$ cat src/rtl/omega_pkg.sv
package omega_pkg;

    // Perfect shuffle: rotate an lg-bit link index left by one bit.
    function automatic int shuffle_idx(input int idx, input int lg);
        int mask;
        mask = (1 << lg) - 1;
        return ((idx << 1) & mask) | ((idx >> (lg - 1)) & 1);
    endfunction

endpackage

$ cat src/rtl/omega_element.sv
module omega_element #(
    parameter int W   = 8,
    parameter int LG  = 3,
    parameter int BIT = 0
) (
    input  logic          up_v,
    input  logic [LG-1:0] up_dest,
    input  logic [LG-1:0] up_src,
    input  logic [W-1:0]  up_data,
    input  logic          lo_v,
    input  logic [LG-1:0] lo_dest,
    input  logic [LG-1:0] lo_src,
    input  logic [W-1:0]  lo_data,
    output logic          o0_v,
    output logic [LG-1:0] o0_dest,
    output logic [LG-1:0] o0_src,
    output logic [W-1:0]  o0_data,
    output logic          o1_v,
    output logic [LG-1:0] o1_dest,
    output logic [LG-1:0] o1_src,
    output logic [W-1:0]  o1_data,
    output logic          drop_v,
    output logic [LG-1:0] drop_src
);

    logic up_sel, lo_sel, clash, lo_go, up_to0, up_to1;

    always_comb begin
        up_sel = up_dest[BIT];
        lo_sel = lo_dest[BIT];
        clash  = up_v && lo_v && (up_sel == lo_sel);
        lo_go  = lo_v && !clash;
        up_to0 = up_v && !up_sel;
        up_to1 = up_v && up_sel;

        o0_v    = up_to0 || (lo_go && !lo_sel);
        o0_dest = up_to0 ? up_dest : lo_dest;
        o0_src  = up_to0 ? up_src  : lo_src;
        o0_data = up_to0 ? up_data : lo_data;

        o1_v    = up_to1 || (lo_go && lo_sel);
        o1_dest = up_to1 ? up_dest : lo_dest;
        o1_src  = up_to1 ? up_src  : lo_src;
        o1_data = up_to1 ? up_data : lo_data;

        drop_v   = clash;
        drop_src = lo_src;
    end

    always_comb begin
        AST_ELEM_CONSERVE: assert (int'(o0_v) + int'(o1_v) + int'(drop_v)
                                   == int'(up_v) + int'(lo_v));
        if (drop_v) begin
            AST_UPPER_WINS: assert ((up_sel ? o1_v : o0_v)
                                    && ((up_sel ? o1_src : o0_src) == up_src));
        end
    end

endmodule

$ cat src/rtl/omega_stage.sv
module omega_stage #(
    parameter int N     = 8,
    parameter int W     = 8,
    parameter int LG    = 3,
    parameter int STAGE = 0
) (
    input  logic [N-1:0]             in_v,
    input  logic [N-1:0][LG-1:0]     in_dest,
    input  logic [N-1:0][LG-1:0]     in_src,
    input  logic [N-1:0][W-1:0]      in_data,
    output logic [N-1:0]             out_v,
    output logic [N-1:0][LG-1:0]     out_dest,
    output logic [N-1:0][LG-1:0]     out_src,
    output logic [N-1:0][W-1:0]      out_data,
    output logic [N/2-1:0]           drop_v,
    output logic [N/2-1:0][LG-1:0]   drop_src
);

    localparam int HALF    = N / 2;
    localparam int STEER_B = LG - 1 - STAGE;

    logic [N-1:0]         sh_v;
    logic [N-1:0][LG-1:0] sh_dest;
    logic [N-1:0][LG-1:0] sh_src;
    logic [N-1:0][W-1:0]  sh_data;

    for (genvar i = 0; i < N; i++) begin : g_shuffle
        localparam int P = omega_pkg::shuffle_idx(i, LG);
        assign sh_v[P]    = in_v[i];
        assign sh_dest[P] = in_dest[i];
        assign sh_src[P]  = in_src[i];
        assign sh_data[P] = in_data[i];
    end

    for (genvar j = 0; j < HALF; j++) begin : g_elem
        omega_element #(
            .W   (W),
            .LG  (LG),
            .BIT (STEER_B)
        ) u_elem (
            .up_v     (sh_v[2*j]),
            .up_dest  (sh_dest[2*j]),
            .up_src   (sh_src[2*j]),
            .up_data  (sh_data[2*j]),
            .lo_v     (sh_v[2*j+1]),
            .lo_dest  (sh_dest[2*j+1]),
            .lo_src   (sh_src[2*j+1]),
            .lo_data  (sh_data[2*j+1]),
            .o0_v     (out_v[2*j]),
            .o0_dest  (out_dest[2*j]),
            .o0_src   (out_src[2*j]),
            .o0_data  (out_data[2*j]),
            .o1_v     (out_v[2*j+1]),
            .o1_dest  (out_dest[2*j+1]),
            .o1_src   (out_src[2*j+1]),
            .o1_data  (out_data[2*j+1]),
            .drop_v   (drop_v[j]),
            .drop_src (drop_src[j])
        );
    end

endmodule

$ cat src/rtl/omega_net.sv
module omega_net #(
    parameter  int N       = 8,
    parameter  int W       = 8,
    parameter  bit OUT_REG = 1'b1,
    localparam int LG      = $clog2(N)
) (
    input  logic                 clk,
    input  logic                 rst_n,
    input  logic [N-1:0]         in_valid,
    input  logic [N-1:0][LG-1:0] in_dest,
    input  logic [N-1:0][W-1:0]  in_data,
    output logic [N-1:0]         out_valid,
    output logic [N-1:0][W-1:0]  out_data,
    output logic [N-1:0][LG-1:0] out_src,
    output logic [N-1:0]         blocked
);

    localparam int HALF = N / 2;

    logic [LG:0][N-1:0]              lnk_v;
    logic [LG:0][N-1:0][LG-1:0]      lnk_dest;
    logic [LG:0][N-1:0][LG-1:0]      lnk_src;
    logic [LG:0][N-1:0][W-1:0]       lnk_data;
    logic [LG-1:0][HALF-1:0]         drp_v;
    logic [LG-1:0][HALF-1:0][LG-1:0] drp_src;
    logic [N-1:0]                    blk_c;

    for (genvar i = 0; i < N; i++) begin : g_src
        assign lnk_v[0][i]    = in_valid[i];
        assign lnk_dest[0][i] = in_dest[i];
        assign lnk_src[0][i]  = LG'(i);
        assign lnk_data[0][i] = in_data[i];
    end

    for (genvar s = 0; s < LG; s++) begin : g_col
        omega_stage #(
            .N     (N),
            .W     (W),
            .LG    (LG),
            .STAGE (s)
        ) u_stage (
            .in_v     (lnk_v[s]),
            .in_dest  (lnk_dest[s]),
            .in_src   (lnk_src[s]),
            .in_data  (lnk_data[s]),
            .out_v    (lnk_v[s+1]),
            .out_dest (lnk_dest[s+1]),
            .out_src  (lnk_src[s+1]),
            .out_data (lnk_data[s+1]),
            .drop_v   (drp_v[s]),
            .drop_src (drp_src[s])
        );
    end

    always_comb begin
        blk_c = '0;
        for (int s = 0; s < LG; s++) begin
            for (int j = 0; j < HALF; j++) begin
                if (drp_v[s][j]) blk_c[drp_src[s][j]] = 1'b1;
            end
        end
    end

    for (genvar d = 0; d < N; d++) begin : g_land
        always_comb begin
            if (lnk_v[LG][d]) begin
                AST_LANDS_ON_DEST: assert (lnk_dest[LG][d] == LG'(d));
            end
        end
    end

    if (OUT_REG) begin : g_oreg
        always_ff @(posedge clk or negedge rst_n) begin
            if (!rst_n) begin
                out_valid <= '0;
                out_data  <= '0;
                out_src   <= '0;
                blocked   <= '0;
            end else begin
                out_valid <= lnk_v[LG];
                out_data  <= lnk_data[LG];
                out_src   <= lnk_src[LG];
                blocked   <= blk_c;
            end
        end

        AST_COUNT_BALANCE: assert property (@(posedge clk) disable iff (!rst_n)
            1'b1 |=> (($countones(out_valid) + $countones(blocked))
                      == $countones($past(in_valid))));
        AST_BLOCK_NEEDS_VALID: assert property (@(posedge clk) disable iff (!rst_n)
            1'b1 |=> ((blocked & ~$past(in_valid)) == '0));
        AST_RESET_CLEAR: assert property (@(posedge clk)
            !rst_n |-> (out_valid == '0 && blocked == '0));
    end else begin : g_comb
        assign out_valid = lnk_v[LG];
        assign out_data  = lnk_data[LG];
        assign out_src   = lnk_src[LG];
        assign blocked   = blk_c;
    end

endmodule

$ cat config.mk
export PLATFORM = sky130hd
export DESIGN_NAME = omega_net
export DESIGN_NICKNAME = d
export VERILOG_FILES = /design/src/rtl/omega_pkg.sv /design/src/rtl/omega_element.sv /design/src/rtl/omega_stage.sv /design/src/rtl/omega_net.sv
export SDC_FILE = /design/constraint.sdc
export NUM_CORES = 1
export LEC_CHECK = 0
export ABC_AREA = 0
export BUFFER_PORTS_ARGS = -buffer_cell sky130_fd_sc_hd__buf_2
export CAP_MARGIN = 20
export CORE_MARGIN = 3
export CORE_UTILIZATION = 40
export CTS_CLUSTER_SIZE = 10
export DETAILED_ROUTE_END_ITERATION = 7
export GPL_TIMING_DRIVEN = 0
export PLACE_DENSITY = 0.71
export SLEW_MARGIN = 20
export SYNTH_ARGS = -nofsm -noshare
export SYNTH_HDL_FRONTEND = slang
export SYNTH_SLANG_ARGS = --single-unit
export TNS_END_PERCENT = 50
$ cat constraint.sdc
create_clock -name clk -period 0.8 [get_ports clk]
set_input_delay 0.12 -clock clk [delete_from_list [all_inputs] [get_ports clk]]
set_output_delay 0.12 -clock clk [all_outputs]
set_load 0.005 [all_outputs]
==> key figures, run 1 <==
Run status
  • Status: complete, but fails checks
  • Failing checks: negative hold slack, negative setup slack

Critical path
  • WP data required: 1070 ps
  • Crit path launch: in_dest[5]
  • Startpoint Class: input pin
  • Critical path peak fanout: 9
  • CP endpoint kind: flop
  • Arrival time at the worst endpoint: between 1500 and 2000 ps
  • Crit path to: blocked[1]$_DFF_PN0_
  • Critical path class: input pin to flop

Finish
  • Layout area overhead: 64.2%
  • Design Area, Final: 0.0102 mm^2
  • Fill cells: approximately 1100
  • Layout cells sized above 1: 0.628
  • Final #Nets: roughly 960

STA
  • Post-route setup slack: -799 ps
  • Final slew viol count: 0
  • Final period util: 2.00
  • Fmax: 625 MHz
  • RSZ-0062 raised after global routing: yes
  • Hold slack: -335 ps
  • # setup viols final: 205
  • Minimum clock period: between 1500 and 2000 ps
  • Final-report hold violation count: 42

Synthesis
  • Mapped Area: ~0.0062 mm^2
  • Post-Syn Instances: 556
  • Average size of a mapped cell: about 11 um^2
  • Synth area leader: dfrtp_1
  • Synth unique cells: 54
  • Synth Register Bits: 103
  • Fraction of the yosys area taken by sequential cells: 0.416
  • Yosys top cell area share: 0.416
  • Post-synth EDFFs: 0
  • Share of flip-flops with an asynchronous set or reset: 1.00
  • Yosys warns: 0
  • Net Count, Synth: approximately 650
  • Synth Flop Type: dfrtp_1
  • Synth top area cells: dfrtp_1, mux2i_1, mux2_2, nand2_1, o21ai_0

Power and ir drop
  • Worst vdd ir: between 1000 and 1500 uV
  • Leak Pwr: around 5 nW
  • Power density over the cells: between 1500 and 2000 mW/mm^2

Die
  • Die Wd: about 130 um
  • Core ar.: roughly 0.015 mm^2
  • Die height: between 100 and 150 um
  • Initial core utilization: 0.417
  • Num ports: ~200
  • Area of the die: approximately 0.017 mm^2
  • # rows: between 40 and 50

Global routing
  • First-pass GRT wire length: around 37000 um
  • Gr usage total: 0.291
  • Grt ovf: 0
  • Initial antenna violation count: 8
  • Largest net degree at the start of global routing: 62
  • Vias in the first global route: roughly 6200

Detailed routing
  • Residual DRC count: 0
  • Vias: approximately 6100
  • WL/cell: between 20 and 25 um
  • Routed length on met2: between 10000 and 15000 um
  • First-pass DRT Iterations: 5
  • DR vias/cell: just under 6
  • Total Wirelength: approximately 26000 um
  • Iteration-0 DRC Markers: approximately 460
  • Top layer in use: met5
  • Routed Antenna Nets: 0
  • Routed met1 length: 10000 um
  • Met3 WL: 2210 um

Place
  • Post-place setup slack: -1440 ps
  • Hpwl dp: between 15000 and 20000 um
  • # port buffers: 190
  • RePlAce Congestion: roughly 0.9
  • Cell Area, Placed: 0.00768 mm^2

Hold path
  • Hold Crit Class: input pin to async pin

Clock network
  • CTS tree: done
  • Clk root buf: clkbuf_16
  • Cts bufs inserted: 9
  • Sink Count: ~100
  • CTS H-tree depth: 3
  • Deepest clock path buffer count: 2
  • Clk pin slew, worst setup/hold paths: about 80 ps

Job
  • Max cap viols: 0
==> logic make-up (layout without fill, tap and decap cells) <==
family / Yosys count / in the layout / share of synthesized area
AO/OA/AOI/OAI: 65 / 65 / 0.0720
buffers and inverters: 51 / 358 / 0.0379
other: 1 / 3 / 0.000605
multiplexers: 219 / 219 / 0.370
flip-flops: 103 / 103 / 0.416
AND/OR/NAND/NOR: 107 / 107 / 0.0898
XOR/XNOR: 10 / 10 / 0.0141
==> registers in the layout, summed over array words and instances (netlist names) <==
name,flops
out_data,64
blocked,7
out_valid,8
out_src,24
==> synthesized netlist by cell type (all sizes together), types with 5 or more instances <==
cell    count
nand3       9
inv        10
nor2b       7
dfrtp     103
o21ai      21
nor2       12
a21oi       9
buf        31
clkbuf     10
o22ai       7
and2        6
xnor2       6
nand4       5
mux2       64
nand2b      8
nand2      37
mux2i     155
nor3        6
==> worst max-delay path: stages <==
cell and delay [ps]:
buf_6 120, or3b_4 390, o31ai_2 70, buf_4 190, mux2i_4 300, xnor2_1 190, and2_1 190, mux2i_1 70
o22ai_1 220
==> what timing repair did <==
action,in CTS,in global routing
gates cloned,6,2
pin swaps,29,24
endpoints found under the hold margin,42,42
buffers inserted,72,30
endpoints found under the setup margin,205,205
gates resized for setup,245,97
==> cell type report <==
class                   count  area [um^2]  area share
multi-input cells         402         4450       0.437
flip-flops and latches    103         2580       0.253
repair buffers            294         2090       0.205
plain buffers              38          480      0.0472
clock buffers              10          239      0.0235
well taps                 184          230      0.0226
clock inverters             6         73.8     0.00725
inverters                  10         40.0     0.00393
diodes                      2         5.00    0.000492
==> through the flow <==
step,std cells,power (mW),hold slack [ps],TNS (ps),util
6_report,1049,17.4,-335,-80560,0.685
5_1_grt,1048,18.0,-305,-86770,0.685
4_1_cts,1024,16.7,-317,-73430,0.650
3_5_place_dp,931,10.6,61.2,-116530,0.516
3_3_place_gp,930,10.5,345,-254230,0.514
2_1_floorplan,556,8.71,-176,-80850,-
==> layer usage <==
metal	track usage	vias to the layer above
met3	0.0732	96
li1	-	2627
met1	0.358	2984
met4	0.119	14
met5	0	-
met2	0.490	358
==> where the power goes <==
part	switching [mW]	total [mW]	leakage, nW	internal [mW]
clock network	2.13	4.69	0.154	2.56
logic	3.11	6.53	3.62	3.42
registers	0.223	6.14	1.18	5.92
==> layout by cell type, fill, tap and decap left out, drive strengths merged, types with 3 or more instances in the layout <==
| cell type | instances |
|---|---|
| a21oi | 9 |
| a22oi | 3 |
| a31oi | 4 |
| and2 | 6 |
| and3 | 4 |
| and3b | 4 |
| buf | 319 |
| clkbuf | 22 |
| dfrtp | 103 |
| inv | 13 |
| mux2 | 64 |
| mux2i | 155 |
| nand2 | 37 |
| nand2b | 8 |
| nand3 | 9 |
| nand4 | 5 |
| nor2 | 12 |
| nor2b | 7 |
| nor3 | 6 |
| o21ai | 21 |
| o22ai | 7 |
| xnor2 | 6 |
| xor2 | 4 |
==> how the worst min path moves through the flow <==
stage	startpoint	end	cells after the start
after CTS	rst_n	out_src[19]$_DFF_PN0_	1
after floorplan	rst_n	blocked[1]$_DFF_PN0_	0
after global placement	in_valid[2]	blocked[6]$_DFF_PN0_	2
final	rst_n	out_src[19]$_DFF_PN0_	1
after global routing	rst_n	out_src[19]$_DFF_PN0_	1
after detailed placement	rst_n	out_src[19]$_DFF_PN0_	1
(Power assumes the default switching activity.)
==> run 2: changes to the inputs <==
- BUFFER_PORTS_ARGS: -buffer_cell sky130_fd_sc_hd__buf_2 -> -buffer_cell sky130_fd_sc_hd__buf_4
- CORE_UTILIZATION: 40 -> 45
- PLACE_DENSITY: 0.71 -> 0.78
==> key figures, run 2 (synthesis gave the netlist of run 1 again) <==
STA
  • Worst slew pin tran: roughly 950 ps
  • Post-route setup slack: -902 ps
  • Final period util: 2.13
  • RSZ-0062 raised after global routing: yes
  • Final-report hold violation count: a little over 100
  • Final slew viol count: 0
  • # setup viols final: 205
  • Hold slack: -138 ps
  • Max-Slew Margin vs Limit: 0.367
  • Minimum clock period: ~1700 ps
  • Final setup TNS: -86930 ps
  • Fmax: 588 MHz

Place
  • Cell Area, Placed: a little over 0.008 mm^2
  • Inst Count DP: 922
  • RePlAce Congestion: roughly 0.94
  • Hpwl dp: ~16000 um
  • Post-place setup slack: -1410 ps
  • # port buffers: 190

Finish
  • Biggest register: out_data
  • Commonest non-fill, non-tap cell in the layout: buf_6
  • Final #Nets: about 970
  • Ant diodes: 0
  • Design Area, Final: 0.0112 mm^2
  • Layout cells sized above 1: 0.640
  • Final Core Density: 0.837
  • Number of flip-flops in the largest register: 64
  • Final non-filler cell total: between 1000 and 1500
  • Biggest regs: out_data: 64 flops, out_src: 24 flops, out_valid: 8 flops
  • Most frequent cells in the layout: buf_6, buf_4, mux2i_1
  • Layout area overhead: 80.1%

Critical path
  • CP endpoint kind: flop
  • WP data required: about 1100 ps
  • Slowest stage delay, CP: roughly 360 ps
  • Critical path class: input pin to flop
  • Startpoint Class: input pin
  • Arrival time at the worst endpoint: around 2000 ps
  • Critical path peak fanout: 8
  • Master of the slowest instance on the critical path: nor3_2
  • Critical path, cell by cell: buf_12 -> and3_1 -> a41oi_4 -> mux2i_2 -> xor2_1 -> nor3_2 -> mux2i_1 -> o221ai_1

Clock network
  • Clk pin slew, worst setup/hold paths: approximately 80 ps
  • Cts bufs inserted: 9
  • CTS tree: done
  • Sink Count: just over 100
  • Clk root buf: clkbuf_16
  • Deepest clock path buffer count: 2
  • CTS H-tree depth: 3

Global routing
  • Gr usage total: 0.350
  • Largest net degree at the start of global routing: approximately 100
  • First-pass GRT wire length: 39000 um
  • Grt ovf: 0
  • Initial antenna violation count: 0
  • Vias in the first global route: around 6600

Die
  • Core ar.: ~0.013 mm^2
  • Die height: 123 um
  • Die Wd: between 100 and 150 um
  • Initial core utilization: 0.465
  • Area of the die: 0.0152 mm^2
  • # rows: 42
  • Num ports: around 200

Detailed routing
  • Vias: 6494
  • Routed Antenna Nets: 0
  • Residual DRC count: 0
  • DR vias/cell: ~6.1
  • First-pass DRT Iterations: 6
  • WL/cell: roughly 28 um
  • Total Wirelength: between 20000 and 30000 um
  • Iteration-0 DRC Markers: about 580

Hold path
  • Hold Crit Class: input pin to async pin

Run status
  • Failing checks: negative hold slack, negative setup slack
  • Status: complete, but fails checks

Power and ir drop
  • Worst vdd ir: ~1200 uV
  • Leak Pwr: roughly 5.4 nW
  • Power density over the cells: between 1500 and 2000 mW/mm^2

Job
  • Max cap viols: 0
run 2: changes by cell type in the layout (fill, tap and decap cells not counted), moves of 3 or more:
cell / before / now
o21ai_2: 9 / 6
buf_4: 56 / 149
nand2_1: 28 / 25
nand2_4: 3 / 6
buf_8: 12 / 5
mux2_2: 8 / 5
mux2_4: 56 / 59
buf_2: 187 / 3
nand3_1: 8 / 5
buf_6: 50 / 160
nand3_2: 0 / 3
buf_12: 12 / 19
run 2: worst paths after layout:
path / endpoint / startpoint / slack (ps) / cells after the start
worst max-delay path: blocked[5]$_DFF_PN0_ / in_dest[4] / -900 / 8
max in group asynchronous: out_data[1]$_DFF_PN0_ / rst_n / 290 / 1
min in group clk: blocked[4]$_DFF_PN0_ / in_valid[0] / 20 / 2
worst min-delay path: out_src[14]$_DFF_PN0_ / rst_n / -140 / 1
run 2: final cells by class:
class,count,area (um^2)
multi-input cells,402,4470
plain buffers,37,448
inverters,10,40.0
clock inverters,6,51.3
flip-flops and latches,103,2580
fillers,653,2180
repair buffers,312,3120
clock buffers,10,239
well taps,176,220
run 2: power breakdown:
part	leakage (nW)	switching [mW]	internal, mW
Clock	0.140	2.25	2.25
Sequential	1.18	0.424	5.93
Combinational	4.06	3.36	4.51
run 2: critical path, delay by kind of cell:
family | cells | cell delay [ps]
xor+xnor | 1 | 140
compound gates | 2 | 510
simple gates | 2 | 580
buf+inv | 1 | 110
mux | 2 | 500
run 2: stage by stage:
step	hold slack, ps	total power [mW]
4_1_cts	-84.9	17.6
2_1_floorplan	-176	8.71
3_5_place_dp	297	11.1
5_1_grt	-58.9	19.3
6_report	-138	18.7
3_3_place_gp	348	11.0
run 2: routing by layer:
layer	up-vias	wire length (um)	global-route usage	part of all wire
met2	503	13600	0.577	0.47
met3	177	3050	0.0965	0.10
met5	-	0	0	0
met1	3161	10500	0.424	0.36
li1	2653	-	-	-
met4	0	2030	0.163	0.069
run 2: timing repair:
action / 4_1_cts / 5_1_grt
cloned: 5 / 0
pin swaps: 38 / 29
resized for setup: 357 / 85
endpoints found under the hold margin: 103 / 103
setup buffers: 92 / 31
setup endpoints to repair: 205 / 205
==> run 3: changes to the inputs <==
- CELL_PAD_IN_SITES_DETAIL_PLACEMENT: not set -> 1
- CELL_PAD_IN_SITES_GLOBAL_PLACEMENT: not set -> 1
- CORE_UTILIZATION: 45 -> 25
- PLACE_DENSITY: 0.78 -> 0.62
==> key figures, run 3 (synthesis gave the netlist of run 1 again) <==
Critical path
  • Crit path launch: in_valid[0]
  • WP data required: around 1000 ps
  • Crit path to: blocked[3]$_DFF_PN0_
  • Critical path peak fanout: 6
  • CP endpoint kind: flop
  • Critical path class: input pin to flop
  • Arrival time at the worst endpoint: approximately 1800 ps
  • Startpoint Class: input pin

Global routing
  • First-pass GRT wire length: between 30000 and 40000 um
  • Gr usage total: 0.204
  • Grt ovf: 0
  • Largest net degree at the start of global routing: roughly 100
  • Vias in the first global route: approximately 6300
  • Initial antenna violation count: 0

Power and ir drop
  • Net Switching: 5.84 mW
  • Worst vdd ir: 1150 uV
  • Sw Ratio: 0.317
  • Power Internal: about 13 mW
  • Power density over the cells: around 1700 mW/mm^2
  • Clock power frac: 0.247
  • Leak Pwr: slightly above 5 nW
  • Logic gate share of total power: 0.410
  • Flop pwr share: 0.343

Place
  • RePlAce Congestion: approximately 0.84
  • Post-place setup slack: -1570 ps
  • Cell Area, Placed: about 0.0083 mm^2
  • Hpwl dp: about 20000 um
  • Inst Count DP: roughly 1100
  • # port buffers: 190

Finish
  • Commonest non-fill, non-tap cell in the layout: buf_6
  • Final non-filler cell total: between 1000 and 1500
  • Ant diodes: 0
  • Layout area overhead: 79.4%
  • Final Core Density: 0.458
  • Fill cells: about 2500
  • Design Area, Final: roughly 0.011 mm^2
  • Reg area: ~0.0026 mm^2
  • Final #Nets: 945
  • Number of flip-flops in the largest register: 64
  • Footprint of the multi-input gates: ~0.0045 mm^2
  • Layout cells sized above 1: 0.622
  • Biggest register: out_data
  • Most frequent cells in the layout: buf_6, buf_4, mux2i_1
  • Biggest regs: out_data: 64 flops, out_src: 24 flops, out_valid: 8 flops

Run status
  • Status: complete, but fails checks
  • Failing checks: negative hold slack, negative setup slack

STA
  • Final-report hold violation count: between 50 and 60
  • Final setup TNS: -84150 ps
  • Fmax: between 600 and 700 MHz
  • Final slew viol count: 0
  • Max-Slew Margin vs Limit: 0.655
  • Post-route setup slack: -816 ps
  • Worst slew pin tran: a little over 500 ps
  • Final period util: 2.02
  • RSZ-0062 raised after global routing: yes
  • Minimum clock period: about 1600 ps
  • Hold slack: -302 ps
  • # setup viols final: 205

Die
  • Die Wd: approximately 160 um
  • Initial core utilization: 0.255
  • Num ports: between 200 and 250
  • Core ar.: approximately 0.024 mm^2
  • # rows: 57
  • Area of the die: 0.0267 mm^2
  • Die height: roughly 160 um

Detailed routing
  • Routed Antenna Nets: 0
  • First-pass DRT Iterations: 4
  • Iteration-0 DRC Markers: around 290
  • DR vias/cell: just under 5
  • Total Wirelength: 28600 um
  • WL/cell: between 20 and 25 um
  • Vias: approximately 5700
  • Residual DRC count: 0

Clock network
  • Clk root buf: clkbuf_16
  • CTS H-tree depth: 3
  • CTS Hold Bufs: 1
  • Clk pin slew, worst setup/hold paths: ~80 ps
  • CTS tree: done
  • Deepest clock path buffer count: 2
  • Cts bufs inserted: 9
  • Sink Count: 103

Job
  • Max cap viols: 0

Hold path
  • Hold Crit Class: input pin to async pin
-- run 3: metrics by stage --
| step | power [mW] | hold slack (ps) |
|---|---|---|
| after global placement | 11.3 | 358 |
| after CTS | 17.3 | -55.3 |
| after floorplan | 8.71 | -176 |
| after detailed placement | 11.3 | 332 |
| final | 18.4 | -302 |
| after global routing | 19.3 | -272 |
-- run 3: cell type report --
class,instances,area share
multi-input cells,402,0.401
repair buffers,282,0.254
flip-flops and latches,103,0.232
plain buffers,39,0.0460
well taps,324,0.0364
clock buffers,10,0.0215
clock inverters,6,0.00562
inverters,10,0.00382
-- run 3: per-layer routing --
metal  global-route usage  wire length (um)
met4               0.0377               395
met5                    0                 0
met1                0.250             12000
met3               0.0812              2530
met2                0.342             13600
-- run 3: worst min-delay path by stage --
stage	slack, ps	endpoint	depth (start not counted)	start
after detailed placement	330	out_src[17]$_DFF_PN0_	1	rst_n
final	-300	out_src[17]$_DFF_PN0_	1	rst_n
after floorplan	-180	blocked[1]$_DFF_PN0_	0	rst_n
after global placement	360	blocked[6]$_DFF_PN0_	2	in_valid[2]
after global routing	-270	out_src[17]$_DFF_PN0_	1	rst_n
after CTS	-60	out_src[17]$_DFF_PN0_	1	rst_n
-- run 3: critical path, stage by stage --
cell,delay (ps)
buf_12,110
and2_4,190
buf_6,120
o21a_4,220
mux2i_4,240
xor2_1,210
nor3_2,70
buf_4,150
a311oi_2,300
o41ai_2,120
-- run 3: timing repair --
| action | 4_1_cts | 5_1_grt |
|---|---|---|
| gates resized for setup | 233 | 211 |
| endpoints found under the hold margin | 104 | 51 |
| setup endpoints to repair | 205 | 205 |
| buffers inserted | 58 | 31 |
| pin swaps | 32 | 23 |
| gates cloned | 6 | 2 |
-- run 3: power groups by stage --
| stage | Combinational (mW) | Clock [mW] | Sequential (mW) |
|---|---|---|---|
| after global routing | 8.02 | 4.92 | 6.40 |
| after detailed placement | 5.04 | 0 | 6.28 |
| after global placement | 5.00 | 0 | 6.29 |
| after CTS | 6.42 | 4.68 | 6.21 |
| final | 7.56 | 4.55 | 6.32 |
| after floorplan | 2.39 | 0 | 6.32 |
